--- src/rtl/cmd_regbuf_pkg.sv ---
package cmd_regbuf_pkg;
  localparam int CS_MAX  = 4;
  localparam int N_SIDES = 2;
  localparam int CTL_W   = 2;
  localparam logic CS_IDLE  = 1'b1;
  localparam logic CKE_IDLE = 1'b0;
  localparam logic ODT_IDLE = 1'b0;

  // even parity over a bus of any width: low bit of the sum equals the XOR
  function automatic logic bus_parity(input logic [63:0] bus, input int width);
    logic p;
    p = 1'b0;
    for (int i = 0; i < width; i++) p = p ^ bus[i];
    return p;
  endfunction
endpackage

--- src/rtl/cs_route.sv ---
module cs_route
  import cmd_regbuf_pkg::*;
(
  input  logic              pair_mode,
  input  logic [CS_MAX-1:0] cs_n_in,
  output logic [CS_MAX-1:0] cs_n_lane,
  output logic              any_sel
);
  localparam int PAIR_N = CS_MAX / N_SIDES;

  for (genvar g = 0; g < CS_MAX; g++) begin : g_lane
    always_comb cs_n_lane[g] = pair_mode ? cs_n_in[g % PAIR_N] : cs_n_in[g];
  end

  always_comb any_sel = pair_mode ? ~(&cs_n_in[PAIR_N-1:0]) : ~(&cs_n_in);

  always_comb begin
    assert (!(pair_mode && !any_sel) || (cs_n_lane == '1))
      else $error("p_pair_idle_r3 failed");
  end
endmodule

--- src/rtl/side_reg.sv ---
module side_reg
  import cmd_regbuf_pkg::*;
#(
  parameter int AC_W = 22
) (
  input  logic             clk,
  input  logic             rst,
  input  logic [AC_W-1:0]  ac_d,
  input  logic [CTL_W-1:0] cke_d,
  input  logic [CTL_W-1:0] odt_d,
  output logic [AC_W-1:0]  ac_q,
  output logic [CTL_W-1:0] cke_q,
  output logic [CTL_W-1:0] odt_q
);
  always_ff @(posedge clk) begin
    if (rst) begin
      ac_q  <= '0;
      cke_q <= {CTL_W{CKE_IDLE}};
      odt_q <= {CTL_W{ODT_IDLE}};
    end else begin
      ac_q  <= ac_d;
      cke_q <= cke_d;
      odt_q <= odt_d;
    end
  end

  p_capture_r1: assert property (@(posedge clk) disable iff (rst)
    1'b1 |=> (ac_q == $past(ac_d)) && (cke_q == $past(cke_d)) && (odt_q == $past(odt_d)))
    else $error("p_capture_r1");
endmodule

--- src/rtl/par_check.sv ---
module par_check
  import cmd_regbuf_pkg::*;
#(
  parameter int AC_W = 22
) (
  input  logic            clk,
  input  logic            rst,
  input  logic [AC_W-1:0] ac_in,
  input  logic            any_sel,
  input  logic            par_in,
  output logic            err_n
);
  logic par_q;
  logic chk_q;

  always_ff @(posedge clk) begin
    if (rst) begin
      par_q <= 1'b0;
      chk_q <= 1'b0;
      err_n <= 1'b1;
    end else begin
      par_q <= bus_parity(64'(ac_in), AC_W);
      chk_q <= any_sel;
      err_n <= ~(chk_q && (par_q != par_in));
    end
  end

  p_quiet_r7: assert property (@(posedge clk) disable iff (rst)
    !chk_q |=> err_n) else $error("p_quiet_r7");
  p_cause_r5: assert property (@(posedge clk) disable iff (rst)
    !err_n |-> $past(chk_q)) else $error("p_cause_r5");
endmodule

--- src/rtl/cmd_regbuf.sv ---
module cmd_regbuf
  import cmd_regbuf_pkg::*;
#(
  parameter int AC_W = 22
) (
  input  logic              clk,
  input  logic              rst,
  input  logic              pair_mode,
  input  logic [AC_W-1:0]   ac_in,
  input  logic [CTL_W-1:0]  cke_in,
  input  logic [CTL_W-1:0]  odt_in,
  input  logic [CS_MAX-1:0] cs_n_in,
  input  logic              par_in,
  output logic [AC_W-1:0]   ac_a,
  output logic [AC_W-1:0]   ac_b,
  output logic [CTL_W-1:0]  cke_a,
  output logic [CTL_W-1:0]  cke_b,
  output logic [CTL_W-1:0]  odt_a,
  output logic [CTL_W-1:0]  odt_b,
  output logic [CS_MAX-1:0] cs_n_out,
  output logic              err_n
);
  logic [AC_W-1:0]   side_ac  [N_SIDES];
  logic [CTL_W-1:0]  side_cke [N_SIDES];
  logic [CTL_W-1:0]  side_odt [N_SIDES];
  logic [CS_MAX-1:0] cs_lane;
  logic              any_sel;

  for (genvar s = 0; s < N_SIDES; s++) begin : g_side
    side_reg #(.AC_W(AC_W)) side_i (
      .clk(clk), .rst(rst), .ac_d(ac_in), .cke_d(cke_in), .odt_d(odt_in),
      .ac_q(side_ac[s]), .cke_q(side_cke[s]), .odt_q(side_odt[s])
    );
  end

  assign ac_a  = side_ac[0];
  assign ac_b  = side_ac[1];
  assign cke_a = side_cke[0];
  assign cke_b = side_cke[1];
  assign odt_a = side_odt[0];
  assign odt_b = side_odt[1];

  cs_route route_i (
    .pair_mode(pair_mode), .cs_n_in(cs_n_in), .cs_n_lane(cs_lane), .any_sel(any_sel)
  );

  always_ff @(posedge clk) begin
    if (rst) cs_n_out <= {CS_MAX{CS_IDLE}};
    else     cs_n_out <= cs_lane;
  end

  par_check #(.AC_W(AC_W)) chk_i (
    .clk(clk), .rst(rst), .ac_in(ac_in), .any_sel(any_sel), .par_in(par_in), .err_n(err_n)
  );

  p_sides_r2: assert property (@(posedge clk) disable iff (rst)
    (ac_a == ac_b) && (cke_a == cke_b) && (odt_a == odt_b)) else $error("p_sides_r2");
  p_pair_dup_r3: assert property (@(posedge clk) disable iff (rst)
    pair_mode |=> cs_n_out[3:2] == cs_n_out[1:0]) else $error("p_pair_dup_r3");
  p_quad_r4: assert property (@(posedge clk) disable iff (rst)
    !pair_mode |=> cs_n_out == $past(cs_n_in)) else $error("p_quad_r4");
  p_reset_r9: assert property (@(posedge clk)
    rst |=> (cs_n_out == '1) && (cke_a == '0) && (odt_a == '0) && err_n)
    else $error("p_reset_r9");
endmodule

--- config.mk ---
export PLATFORM = sky130hd
export DESIGN_NAME = cmd_regbuf
export DESIGN_NICKNAME = d
export VERILOG_FILES = /design/src/rtl/cmd_regbuf_pkg.sv /design/src/rtl/cs_route.sv /design/src/rtl/side_reg.sv /design/src/rtl/par_check.sv /design/src/rtl/cmd_regbuf.sv
export SDC_FILE = /design/constraint.sdc
export NUM_CORES = 1
export LEC_CHECK = 0
export CAP_MARGIN = 30
export CORE_MARGIN = 8
export CORE_UTILIZATION = 40
export DETAILED_ROUTE_END_ITERATION = 12
export PLACE_DENSITY = 0.89
export SYNTH_ARGS = -nofsm -noshare
export SYNTH_HDL_FRONTEND = slang
export SYNTH_HIERARCHICAL = 1
export SYNTH_SLANG_ARGS = --single-unit
--- constraint.sdc ---
create_clock -name clk -period 1.6 [get_ports clk]
set_input_delay 0.32 -clock clk [delete_from_list [all_inputs] [get_ports clk]]
set_output_delay 0.32 -clock clk [all_outputs]
set_load 0.01 [all_outputs]
==> impl_metrics.csv <==
group,metric,value,unit
global_routing,grt_pass1_wl,6690,um
timing,fmax,659,MHz
place,io_buffer_count,90,
cells_and_area,drive_gt1_frac,0.160,
clock_network,cts_root_buffer,"clkbuf_8",
timing,finClkSkew,2.44,ps
yosys,yosysWarnings,6,
critical_path,crit_type,"in -> reg",
worst_hold_path,min_to,"g_side[1].side_i/ac_q[8]$_SDFF_PP0_",
yosys,synth_area_per_cell,12.3,um2
timing,period_share,0.949,
power,intPower,2.57,mW
yosys,syn_nets,183,
run,maxCapViolations,0,
critical_path,endpoint_kind,"flip-flop",
critical_path,worstPathArrival,1770,ps
timing,rsz0062_at_grt,"no",
cells_and_area,multiInputGateArea,629,um2
drt,post_drt_wl_per_cell,13.3,um
yosys,ys_types,13,
place,place.gp.congestion,0.667,
worst_hold_path,hold_class,"in -> reg",
global_routing,grt_max_degree,60,
yosys,synthSimpleGateAreaFrac,0.206,
clock_network,cts_max_level,3,
floorplan,ioPinCount,91,
power,comb_power_share,0.174,
floorplan,die_w,83.7,um
global_routing,grt_pass1_vias,1351,
clock_network,cts.sinks,59,
cells_and_area,syn2layout_area_growth,70.1,%
worst_hold_path,worstHoldPathCells,2,
yosys,synth_seq_cells,59,
yosys,synth_top_family_by_area,"simple AND/OR/NAND/NOR gates",
clock_network,clk_latency,310,ps
timing,holdWs,299,ps
critical_path,reg2reg_slack,930,ps
outcome,status,"finished clean",
timing,finalHoldViolCount,0,
critical_path,crit_fanout,2,
timing,tightest_slew,241,ps
critical_path,r2r_cells,2,
drt,drcViolationCount,0,
drt,ant_nets,0,
drt,drt-initial-drc-count,27,
floorplan,coreArea,4380,um2
power,power.share.switching,0.229,
worst_hold_path,min_from,"ac_in[8]",
power,seqPwrFrac,0.475,
cells_and_area,ff_latch_area,1180,um2
floorplan,rows,24,
critical_path,crit_required,1850,ps
place,hpwl,3300,um
global_routing,grt_overflow,0,
clock_network,cts_buffers,9,
critical_path,cp-start-kind,"input port",
place,preCtsSetupSlack,-280,ps
drt,vias_per_cell,4.16,
timing,period_minus_slack,1520,ps
timing,final-setup-viol-count,0,
yosys,synth_area,1830,um2
timing,fin_setup_tns,0,ps
global_routing,antenna_found_initial,0,
power,leakagePower,1.28,nW
power,clockPowerShare,0.351,
yosys,seq_area_frac_synth,0.644,
critical_path,reg2reg_to,"chk_i/err_n$_SDFF_PP1_",
clock_network,cts_buffer_depth,2,
power,total_power,3.33,mW
yosys,synth_compound_area_frac,0.00478,
cells_and_area,nFillCells,326,
yosys,netlist_instances,149,
cells_and_area,diodes,0,
timing,slew-limit-headroom,0.838,
power,power.density,1070,nW/um2
critical_path,regToRegStartpoint,"chk_i/par_q$_SDFF_PP0_",
drt,dr_total_vias,1336,
clock_network,clk_pin_slew,60,ps
floorplan,die_area,7000,um2
power,switching_power,0.763,mW
clock_network,cts_tree,"built",
global_routing,track_usage,0.121,
yosys,synth.area.mux_share,0.0123,
yosys,synth-adder-area-share,0,
cells_and_area,final_nets,298,
timing,maxSlewViolCount,0,
yosys,yosys.area_share.xor_xnor,0.108,
floorplan,floorplan.initialDensity,0.418,
drt,drt_pass1_iterations,2,
floorplan,fp.dieH,83.7,um
power,vdd_ir_drop_max,0.716,mV
drt,wirelength,4270,um
critical_path,critPathLaunch,"ac_in[13]",
timing,worst_slack,81.8,ps
## state kept, by name, indices dropped and copies added (netlist names)
register             flops
chk_i/chk_q              1
chk_i/err_n              1
chk_i/par_q              1
cs_n_out                 4
g_side.side_i/ac_q      44
g_side.side_i/cke_q      4
g_side.side_i/odt_q      4
## what timing repair did
action	4_1_cts	5_1_grt
buffers inserted	0	0
hold buffers	0	0
setup endpoints to repair	0	1
resized for setup	0	5
## power groups by stage
stage | clock (mW) | sequential, mW | combinational, mW
2_1_floorplan | 0 | 1.66 | 0.216
3_3_place_gp | 0 | 1.62 | 0.570
3_5_place_dp | 0 | 1.62 | 0.580
4_1_cts | 1.21 | 1.59 | 0.584
5_1_grt | 1.27 | 1.59 | 0.629
6_report | 1.17 | 1.58 | 0.580
## routing by layer
metal,global-route usage,part of all wire,vias to the layer above,wire (um)
li1,-,-,687,-
met2,0.210,0.54,51,2300
met4,0.0738,0.018,0,78
met5,0,0,-,0
met3,0.0596,0.078,8,335
met1,0.111,0.36,590,1560
## through the flow
| stage | instance area (um2) | util | std cells |
|---|---|---|---|
| after floorplan | 1830 | - | 149 |
| after global placement | 2910 | 0.664 | 305 |
| after detailed placement | 2910 | 0.664 | 305 |
| after CTS | 3090 | 0.705 | 321 |
| after global routing | 3120 | 0.711 | 321 |
| final | 3120 | 0.711 | 321 |
## critical path: stages
cell and delay [ps]:
clkdlybuf4s50_1 450, xnor2_1 260, xnor2_2 160, xnor2_1 160, xnor3_1 320, nor2_1 80
## cell usage after synthesis
cell type | count | area [um2]
a21o_2 | 1 | 8.76
and2b_1 | 4 | 30.0
buf_4 | 6 | 45.0
dfxtp_1 | 59 | 1180
mux2_2 | 2 | 22.5
nand3_1 | 1 | 5.00
nand3b_1 | 1 | 7.51
nor2_1 | 1 | 3.75
nor2b_1 | 49 | 307
or2_1 | 4 | 25.0
xnor2_1 | 18 | 158
xnor3_1 | 1 | 22.5
xor2_1 | 2 | 17.5
## worst max path at each step
stage / slack [ps] / end / cells after the start
2_1_floorplan: 320 / chk_i/par_q$_SDFF_PP0_ / 5
3_3_place_gp: -310 / chk_i/par_q$_SDFF_PP0_ / 6
3_5_place_dp: -280 / chk_i/par_q$_SDFF_PP0_ / 6
4_1_cts: 40 / chk_i/par_q$_SDFF_PP0_ / 6
5_1_grt: 6 / chk_i/par_q$_SDFF_PP0_ / 6
6_report: 80 / chk_i/par_q$_SDFF_PP0_ / 6
## cells in the final DEF, fill, tap and decap left out
| cell type | n |
|---|---|
| nand3b_1 | 1 |
| xnor2_1 | 15 |
| nor2b_1 | 49 |
| dlymetal6s2s_1 | 2 |
| dfxtp_1 | 59 |
| clkdlybuf4s50_1 | 87 |
| buf_2 | 1 |
| nand3_1 | 1 |
| buf_4 | 19 |
| a21o_2 | 1 |
| buf_12 | 1 |
| mux2_2 | 2 |
| clkbuf_8 | 11 |
| xor2_1 | 2 |
| nor2_1 | 1 |
| clkinv_2 | 4 |
| xnor3_1 | 1 |
| or2_1 | 4 |
| xnor2_2 | 3 |
| clkinvlp_4 | 1 |
| and2b_1 | 4 |
## area by class of cell
| cell class | instances | share of cell area |
|---|---|---|
| clock buffers | 11 | 0.0486 |
| clock inverters | 5 | 0.00883 |
| repair buffers | 110 | 0.341 |
| well taps | 52 | 0.0209 |
| flip-flops and latches | 59 | 0.379 |
| multi-input cells | 84 | 0.202 |
## kinds of logic (layout without fill, tap and decap cells)
| family | after synthesis | in the layout |
|---|---|---|
| simple gates | 60 | 60 |
| flops | 59 | 59 |
| xor+xnor | 21 | 21 |
| buf+inv | 6 | 126 |
| mux | 2 | 2 |
| compound gates | 1 | 1 |
Power figures use the tool's default switching activity.
